--- src/rtl/i2cs_pkg.sv ---
package i2cs_pkg;

    localparam logic [3:0] MODE_7B    = 4'b0110;
    localparam logic [3:0] MODE_7B_EV = 4'b1110;

    localparam logic [1:0] HA_DATA = 2'd0;
    localparam logic [1:0] HA_CTRL = 2'd1;
    localparam logic [1:0] HA_OWN  = 2'd2;
    localparam logic [1:0] HA_STAT = 2'd3;

    typedef enum logic [3:0] {
        ST_IDLE,
        ST_ADDR,
        ST_ADR_ACK,
        ST_RX,
        ST_RX_ACK,
        ST_HOLD_R,
        ST_HOLD_T,
        ST_TX,
        ST_TX_ACK
    } eng_state_t;

    // control register layout, MSB first
    typedef struct packed {
        logic [3:0] mode;
        logic       wcol;
        logic       ovf;
        logic       rel;
        logic       en;
    } ctrl_t;

    // filtered bus view with detected events
    typedef struct packed {
        logic scl;
        logic sda;
        logic start;
        logic stop;
        logic scl_rise;
        logic scl_fall;
    } bus_ev_t;

    // engine to register-file pulses
    typedef struct packed {
        logic       load;
        logic       ovf;
        logic       hold;
        logic       byte_done;
        logic [7:0] data;
    } eng_ev_t;

    function automatic logic mode_ok(input logic [3:0] m);
        return (m == MODE_7B) || (m == MODE_7B_EV);
    endfunction

    function automatic logic mode_events(input logic [3:0] m);
        return m == MODE_7B_EV;
    endfunction

endpackage

--- src/rtl/i2cs_filt.sv ---
module i2cs_filt #(
    parameter int SYNC_STAGES = 2,
    parameter int FILT_CYC    = 4
) (
    input  logic clk,
    input  logic rst,
    input  logic line_i,
    output logic line_o
);
    localparam int FW = $clog2(FILT_CYC + 1);

    logic [SYNC_STAGES-1:0] sq;
    logic [FW-1:0]          cnt;
    logic                   synced;

    assign synced = sq[SYNC_STAGES-1];

    always_ff @(posedge clk) begin
        if (rst) begin
            sq     <= '1;
            cnt    <= '0;
            line_o <= 1'b1;
        end else begin
            sq <= {sq[SYNC_STAGES-2:0], line_i};
            if (synced == line_o) begin
                cnt <= '0;
            end else if (cnt == FW'(FILT_CYC - 1)) begin
                cnt    <= '0;
                line_o <= synced;
            end else begin
                cnt <= cnt + 1'b1;
            end
        end
    end

    // a change of the filtered level needs the synchronized level to disagree first
    AST_FILT_AGREE: assert property (@(posedge clk) disable iff (rst)
        !$stable(line_o) |-> $past(synced) != $past(line_o));

endmodule

--- src/rtl/i2cs_cond.sv ---
module i2cs_cond
    import i2cs_pkg::*;
(
    input  logic    clk,
    input  logic    rst,
    input  logic    scl_f,
    input  logic    sda_f,
    output bus_ev_t ev
);
    logic scl_p, sda_p;

    always_ff @(posedge clk) begin
        if (rst) begin
            scl_p <= 1'b1;
            sda_p <= 1'b1;
        end else begin
            scl_p <= scl_f;
            sda_p <= sda_f;
        end
    end

    always_comb begin
        ev.scl      = scl_f;
        ev.sda      = sda_f;
        ev.start    = scl_f && scl_p && sda_p && !sda_f;
        ev.stop     = scl_f && scl_p && !sda_p && sda_f;
        ev.scl_rise = scl_f && !scl_p;
        ev.scl_fall = !scl_f && scl_p;
    end

endmodule

--- src/rtl/i2cs_engine.sv ---
module i2cs_engine
    import i2cs_pkg::*;
(
    input  logic       clk,
    input  logic       rst,
    input  logic       active,
    input  bus_ev_t    ev,
    input  logic [6:0] own_addr,
    input  logic       rel,
    input  logic       bf,
    input  logic [7:0] tx_byte,
    output eng_ev_t    eng_o,
    output logic       sda_drv_o,
    output logic       hold_o,
    output logic       rd_dir_o,
    output logic       tx_busy_o
);
    eng_state_t st;
    logic [3:0] cnt;
    logic [7:0] sh;
    logic       mack;

    assign hold_o    = (st == ST_HOLD_R) || (st == ST_HOLD_T);
    assign tx_busy_o = (st == ST_TX) || (st == ST_TX_ACK);

    always_ff @(posedge clk) begin
        eng_o.load      <= 1'b0;
        eng_o.ovf       <= 1'b0;
        eng_o.hold      <= 1'b0;
        eng_o.byte_done <= 1'b0;
        if (rst || !active) begin
            st         <= ST_IDLE;
            cnt        <= '0;
            sh         <= '0;
            mack       <= 1'b0;
            sda_drv_o  <= 1'b0;
            rd_dir_o   <= 1'b0;
            eng_o.data <= '0;
        end else if (ev.start) begin
            st        <= ST_ADDR;
            cnt       <= '0;
            sda_drv_o <= 1'b0;
        end else if (ev.stop) begin
            st        <= ST_IDLE;
            sda_drv_o <= 1'b0;
        end else begin
            unique case (st)
                ST_IDLE: ;
                ST_ADDR, ST_RX: begin
                    if (ev.scl_rise && cnt != 4'd8) begin
                        sh  <= {sh[6:0], ev.sda};
                        cnt <= cnt + 1'b1;
                    end else if (ev.scl_fall && cnt == 4'd8) begin
                        if (st == ST_ADDR) begin
                            if (sh[7:1] == own_addr) begin
                                sda_drv_o <= 1'b1;
                                rd_dir_o  <= sh[0];
                                st        <= ST_ADR_ACK;
                            end else begin
                                st <= ST_IDLE;
                            end
                        end else begin
                            if (bf) begin
                                eng_o.ovf <= 1'b1;
                            end else begin
                                eng_o.load <= 1'b1;
                                eng_o.data <= sh;
                                sda_drv_o  <= 1'b1;
                            end
                            st <= ST_RX_ACK;
                        end
                    end
                end
                ST_ADR_ACK, ST_RX_ACK: begin
                    if (ev.scl_fall) begin
                        sda_drv_o       <= 1'b0;
                        eng_o.byte_done <= 1'b1;
                        eng_o.hold      <= 1'b1;
                        st <= (st == ST_ADR_ACK && rd_dir_o) ? ST_HOLD_T : ST_HOLD_R;
                    end
                end
                ST_HOLD_R: begin
                    if (rel && !eng_o.hold) begin
                        cnt <= '0;
                        st  <= ST_RX;
                    end
                end
                ST_HOLD_T: begin
                    if (rel && !eng_o.hold) begin
                        sh        <= tx_byte;
                        sda_drv_o <= !tx_byte[7];
                        cnt       <= '0;
                        st        <= ST_TX;
                    end
                end
                ST_TX: begin
                    if (ev.scl_fall) begin
                        if (cnt == 4'd7) begin
                            sda_drv_o <= 1'b0;
                            st        <= ST_TX_ACK;
                        end else begin
                            cnt       <= cnt + 1'b1;
                            sh        <= {sh[6:0], 1'b0};
                            sda_drv_o <= !sh[6];
                        end
                    end
                end
                ST_TX_ACK: begin
                    if (ev.scl_rise) begin
                        mack <= !ev.sda;
                    end else if (ev.scl_fall) begin
                        eng_o.byte_done <= 1'b1;
                        if (mack) begin
                            eng_o.hold <= 1'b1;
                            st         <= ST_HOLD_T;
                        end else begin
                            st <= ST_IDLE;
                        end
                    end
                end
                default: st <= ST_IDLE;
            endcase
        end
    end

    // the port starts pulling SDA only while SCL is low
    AST_SDA_SETUP: assert property (@(posedge clk) disable iff (rst || !active)
        $rose(sda_drv_o) |-> !ev.scl);

    // a stretched clock stays stretched until software releases it
    AST_STRETCH_KEEP: assert property (@(posedge clk) disable iff (rst || !active)
        hold_o && !rel |=> hold_o);

    // a master NACK leaves the bus free
    AST_NACK_FREE: assert property (@(posedge clk) disable iff (rst || !active)
        (st == ST_TX_ACK) && ev.scl_fall && !mack && !ev.start && !ev.stop
            |=> !sda_drv_o && !hold_o);

endmodule

--- src/rtl/i2cs_port.sv ---
module i2cs_port
    import i2cs_pkg::*;
#(
    parameter int SYNC_STAGES = 2,
    parameter int FILT_CYC    = 4
) (
    input  logic       clk,
    input  logic       rst,
    input  logic       h_wr,
    input  logic       h_rd,
    input  logic [1:0] h_addr,
    input  logic [7:0] h_wdata,
    output logic [7:0] h_rdata,
    output logic       irq,
    input  logic       scl_in,
    input  logic       sda_in,
    output logic       scl_pull,
    output logic       sda_pull
);
    localparam int NLINES = 2;

    ctrl_t      ctrl_q;
    logic [7:0] buf_q;
    logic [6:0] own_q;
    logic       bf_q;
    logic       irq_q;

    logic [NLINES-1:0] raw_lines, filt_lines;
    bus_ev_t ev;
    eng_ev_t eng;
    logic    active, eng_sda, eng_hold, eng_rd, tx_busy;
    logic    wr_data, wr_ctrl;

    assign raw_lines = {sda_in, scl_in};

    for (genvar g = 0; g < NLINES; g++) begin : g_line
        i2cs_filt #(
            .SYNC_STAGES(SYNC_STAGES),
            .FILT_CYC   (FILT_CYC)
        ) u_filt (
            .clk   (clk),
            .rst   (rst),
            .line_i(raw_lines[g]),
            .line_o(filt_lines[g])
        );
    end

    i2cs_cond u_cond (
        .clk  (clk),
        .rst  (rst),
        .scl_f(filt_lines[0]),
        .sda_f(filt_lines[1]),
        .ev   (ev)
    );

    assign active = ctrl_q.en && mode_ok(ctrl_q.mode);

    i2cs_engine u_eng (
        .clk      (clk),
        .rst      (rst),
        .active   (active),
        .ev       (ev),
        .own_addr (own_q),
        .rel      (ctrl_q.rel),
        .bf       (bf_q),
        .tx_byte  (buf_q),
        .eng_o    (eng),
        .sda_drv_o(eng_sda),
        .hold_o   (eng_hold),
        .rd_dir_o (eng_rd),
        .tx_busy_o(tx_busy)
    );

    assign wr_data = h_wr && (h_addr == HA_DATA);
    assign wr_ctrl = h_wr && (h_addr == HA_CTRL);

    always_ff @(posedge clk) begin
        if (rst) begin
            ctrl_q <= '0;
            buf_q  <= '0;
            own_q  <= '0;
            bf_q   <= 1'b0;
            irq_q  <= 1'b0;
        end else begin
            if (wr_ctrl) begin
                ctrl_q.mode <= h_wdata[7:4];
                ctrl_q.wcol <= ctrl_q.wcol & h_wdata[3];
                ctrl_q.ovf  <= ctrl_q.ovf & h_wdata[2];
                ctrl_q.rel  <= h_wdata[1];
                ctrl_q.en   <= h_wdata[0];
            end
            if (eng.hold) ctrl_q.rel <= 1'b0;
            if (eng.ovf) ctrl_q.ovf <= 1'b1;
            if (wr_data && tx_busy) ctrl_q.wcol <= 1'b1;

            if (eng.load) begin
                buf_q <= eng.data;
            end else if (wr_data && !tx_busy) begin
                buf_q <= h_wdata;
            end

            if (eng.load) begin
                bf_q <= 1'b1;
            end else if (h_rd && h_addr == HA_DATA) begin
                bf_q <= 1'b0;
            end

            if (h_wr && h_addr == HA_OWN) own_q <= h_wdata[6:0];

            irq_q <= active && (eng.byte_done ||
                     (mode_events(ctrl_q.mode) && (ev.start || ev.stop)));
        end
    end

    always_comb begin
        unique case (h_addr)
            HA_DATA: h_rdata = buf_q;
            HA_CTRL: h_rdata = ctrl_q;
            HA_OWN:  h_rdata = {1'b0, own_q};
            default: h_rdata = {5'd0, active && eng_hold, eng_rd, bf_q};
        endcase
    end

    assign irq      = irq_q;
    assign scl_pull = active && eng_hold;
    assign sda_pull = active && eng_sda;

    AST_IDLE_WHEN_OFF: assert property (@(posedge clk) disable iff (rst)
        !active |=> !eng_hold && !eng_sda);

    AST_LOAD_EMPTY: assert property (@(posedge clk) disable iff (rst)
        eng.load |-> !bf_q);

    AST_NO_OVERFLOW: assert property (@(posedge clk) disable iff (rst)
        eng.ovf |-> bf_q);

    AST_OVF_STICKY: assert property (@(posedge clk) disable iff (rst)
        ctrl_q.ovf && !(wr_ctrl && !h_wdata[2]) |=> ctrl_q.ovf);

    AST_REL_CLEARED: assert property (@(posedge clk) disable iff (rst)
        eng.hold |=> !ctrl_q.rel);

    AST_WCOL_STICKY: assert property (@(posedge clk) disable iff (rst)
        ctrl_q.wcol && !(wr_ctrl && !h_wdata[3]) |=> ctrl_q.wcol);

    AST_WCOL_TX_ONLY: assert property (@(posedge clk) disable iff (rst)
        $rose(ctrl_q.wcol) |-> $past(tx_busy));

    AST_IRQ_PULSE: assert property (@(posedge clk) disable iff (rst)
        irq_q |=> !irq_q);

endmodule

--- config.mk ---
export PLATFORM = sky130hd
export DESIGN_NAME = i2cs_port
export DESIGN_NICKNAME = d
export VERILOG_FILES = /design/src/rtl/i2cs_pkg.sv /design/src/rtl/i2cs_filt.sv /design/src/rtl/i2cs_cond.sv /design/src/rtl/i2cs_engine.sv /design/src/rtl/i2cs_port.sv
export SDC_FILE = /design/constraint.sdc
export NUM_CORES = 1
export LEC_CHECK = 0
export BUFFER_PORTS_ARGS = -buffer_cell sky130_fd_sc_hd__buf_2
export CAP_MARGIN = 10
export CELL_PAD_IN_SITES_DETAIL_PLACEMENT = 1
export CELL_PAD_IN_SITES_GLOBAL_PLACEMENT = 2
export CORE_ASPECT_RATIO = 1.5
export CORE_MARGIN = 10
export CORE_UTILIZATION = 30
export CTS_CLUSTER_SIZE = 10
export DETAILED_ROUTE_END_ITERATION = 10
export PLACE_DENSITY_LB_ADDON = 0.1
export SKIP_LAST_GASP = 1
export SLEW_MARGIN = 10
export SYNTH_ARGS = -nofsm -noshare
export SYNTH_HDL_FRONTEND = slang
export SYNTH_SLANG_ARGS = --single-unit
--- constraint.sdc ---
create_clock -name clk -period 2.4 [get_ports clk]
set_clock_uncertainty 0.05 [all_clocks]
set_input_delay 0.12 -clock clk [delete_from_list [all_inputs] [get_ports clk]]
set_output_delay 0.12 -clock clk [all_outputs]
set_load 0.1 [all_outputs]
==> metrics.md <==
| Metric | Value |
|---|---|
| Placed cells | `around 600` |
| DRT Wirelength | `12.0 mm` |
| CTS tree | `done` |
| Wire per inst | `19.7 um` |
| Fin area | `0.00437 mm2` |
| ANT nets after route | `0` |
| R2r endpoint | `u_eng.sda_drv_o` |
| Area of the core | `between 0.01 and 0.015 mm2` |
| CP max FO | `12` |
| Worst hold path class | `in -> reg` |
| Number of iterations in the first detailed-routing pass | `4` |
| Global route overflow | `0` |
| Fin crit period | `2.30 ns` |
| CP peak stage delay | `0.45 ns` |
| Max-cap violation count | `0` |
| Share of layout cells above drive strength 1 | `about 22%` |
| Mapped Cells | `414` |
| Main synth FF type | `dfxtp_1` |
| Diodes inserted | `0` |
| Post-CTS Setup Repair Bufs | `0` |
| DIE AREA | `0.0172 mm2` |
| Slew HR | `a little under three fifths` |
| Critical path endpoint category | `register` |
| Worst min-delay path startpoint | `h_wdata[2]` |
| Row count | `49` |
| Outcome | `finished, final reports clean` |
| Hold Path Sink | `own_q[2]` |
| Final setup violation count | `0` |
| Final max-slew violation count | `0` |
| Worst EP required | `2.62 ns` |
| Total CTS buffers | `9` |
| Setup CP Type | `reg -> reg` |
| FMAX | `435 MHz` |
| CP Cell Sequence | `buf_4 -> nor4b_1 -> nor3_1 -> a311o_1 -> nor3b_1 -> mux2i_1` |
| R2R Setup Slk | `0.1 ns` |
| Area post-placement | `0.00406 mm2` |
| H-tree depth | `3` |
| Arr. time, crit path | `2.52 ns` |
| Top cell type's share of synthesized area | `38.0%` |
| Non-filler cells in the finished layout | `608` |
| P per Cell Area | `about 600 mW/mm2` |
| Seq cells post-synth | `70` |
| Input/output buffers | `26` |
| Startpoint Class | `register` |
| Lkg Pwr | `~1.7 nW` |
| Final layout net count | `472` |
| P&R area growth vs syn | `18.5%` |
| Syn avg cell area | `8.91 um2` |
| Clock Latency Late Sink | `0.34 ns` |
| Top cells by area, synth | `dfxtp_1 38%, mux2i_1 10%, nor2_1 5.3%` |
| Most common cell after layout, fill and taps aside | `dfxtp_1` |
| Final GP Congestion | `0.797` |
| Clock transition at path regs | `0.06 ns` |
| Post-synth EDFFs | `0` |
| Vias in the first global route | `3,359` |
| Largest net degree at the start of global routing | `35` |
| # IOs | `27` |
| Synthesized Nets | `436` |
| Sequential fraction of the synthesis area | `38.0%` |
| TritonCTS sink count | `70` |
| Distinct cells, synth | `62` |
| Warnings, synthesis | `0` |
| Starting Density | `between 30% and 40%` |
| Setup TNS | `0 ns` |
| Worst r2r src | `u_eng.st[3]` |
| Root Buffer | `clkbuf_16` |
| Area leader, netlist | `dfxtp_1` |
| Tot Pwr | `2.60 mW` |
| Asr flop ratio synth | `0%` |
| Drt via density | `slightly above 5` |
| Max clock buf depth | `2` |
| First-pass GRT wire length | `19.0 mm` |
| Chip Height | `156 um` |
| Total Routing Usage GR | `14.0%` |
| VDD IR-drop max | `0.000309 V` |
| Vias post-DR | `3,127` |
| Post-synthesis cell area | `0.00369 mm2` |
| R2R depth | `6` |
| Worst hold path depth | `3` |
| Unrepaired setup endpoints after global routing | `false` |
| Die width | `111 um` |
| Worst Path Buf+Inv | `1` |
| Tcrit/Tclk final | `95.9%` |
| Worst-margin pin slew | `0.661 ns` |
| Dpl hpwl | `about 8.9 mm` |
| Final hold violations | `0` |
| Initial antenna violation count | `0` |
| Most frequent cells in the layout | `68 x dfxtp_1, 51 x nor2_1, 37 x mux2i_1` |
| Drt drc | `0` |
| CP max stage cell | `nor3b_1` |
| Drt initial violations | `66` |
| CP delay by family, top | `simple AND/OR/NAND/NOR gates` |
area by class of cell:
cell class                 instances  area [um2]
timing repair buffer              53         373
inverter                          11        41.3
clock buffer                       9         225
fill                            1477        7640
clock inverter                     7        48.8
multi-input combinational        305        2090
tap                              153         191
sequential                        70        1400
timing repair:
action	CTS	global route
resized for setup	0	2
hold buffers	4	0
endpoints found under the setup margin	0	1
endpoints found under the hold margin	4	0
registers in the layout (all words and copies together), names as in the netlist, 2 cells and up:
register,count
u_eng.eng_o,12
buf_q,8
ctrl_q,8
u_eng.sh,8
own_q,7
g_line.u_filt.cnt,6
g_line.u_filt.sq,4
u_eng.cnt,4
u_eng.st,4
g_line.u_filt.line_o,2
synthesized netlist by cell type, types with 3 or more instances:
| cell type | count |
|---|---|
| buf_2 | 4 |
| nor3b_1 | 3 |
| mux2i_1 | 37 |
| buf_6 | 4 |
| o21ai_0 | 9 |
| clkbuf_1 | 12 |
| inv_1 | 11 |
| and3_1 | 10 |
| dfxtp_1 | 70 |
| ha_1 | 6 |
| buf_4 | 5 |
| xnor2_1 | 9 |
| nand4_1 | 5 |
| nor2_1 | 52 |
| a211oi_1 | 3 |
| o21bai_1 | 3 |
| nand3_1 | 13 |
| or3_1 | 4 |
| nand3b_1 | 6 |
| nor3_1 | 13 |
| mux4_2 | 3 |
| a211o_1 | 3 |
| buf_1 | 3 |
| a21oi_1 | 29 |
| nand2b_1 | 7 |
| nor2b_1 | 11 |
| nand2_1 | 22 |
| or2_2 | 8 |
| nor4_1 | 6 |
tightest hold or removal path, cell delays in order:
cell,delay (ns)
buf_2,0.11
mux2i_1,0.06
nor2_1,0.07
power by group:
| group | total (mW) | switching [mW] | internal (mW) |
|---|---|---|---|
| clock network | 1.25 | 0.551 | 0.701 |
| registers | 1.19 | 0.0139 | 1.18 |
| logic | 0.152 | 0.0986 | 0.0537 |
cells by family after synthesis:
| family | synth area share, % |
|---|---|
| AO/OA/AOI/OAI | 13.6 |
| XOR/XNOR | 2.61 |
| adder cells (fa/ha/maj) | 2.03 |
| buffers and inverters | 5.43 |
| flip-flops | 38.0 |
| multiplexers | 12.2 |
| AND/OR/NAND/NOR | 26.2 |
through the flow:
step / worst slack [ns] / util (%) / hold WS, ns
detailed placement: 0.142 / 33.8 / 0.261
global placement: 0.118 / 33.8 / 0.253
finish: 0.0986 / 36.4 / 0.00708
CTS: 0.00194 / 36.4 / 0.00301
floorplan: -0.246 / - / 0.174
global route: 0.0206 / 36.4 / 0.0161
worst max path at each step:
stage,slack (ns),from,to,depth (start not counted)
6_report,0.1,u_eng.st[3],u_eng.sda_drv_o,6
3_5_place_dp,0.14,u_eng.st[3],u_eng.sda_drv_o,6
5_1_grt,0.02,u_eng.st[0],u_eng.sda_drv_o,6
2_1_floorplan,-0.25,u_eng.st[2],h_rdata[2],5
3_3_place_gp,0.12,u_eng.st[3],u_eng.sda_drv_o,6
4_1_cts,0.002,u_eng.st[2],h_rdata[2],5
metal layers:
| metal | vias up | GRT usage, % | part of all wire [%] |
|---|---|---|---|
| met5 | - | 0 | 0 |
| met4 | 0 | 5.41 | 1.9 |
| met3 | 13 | 2.27 | 1.7 |
| met2 | 30 | 26.6 | 55 |
| met1 | 1541 | 14.9 | 41 |
| li1 | 1543 | - | - |
(Power assumes the default switching activity.)
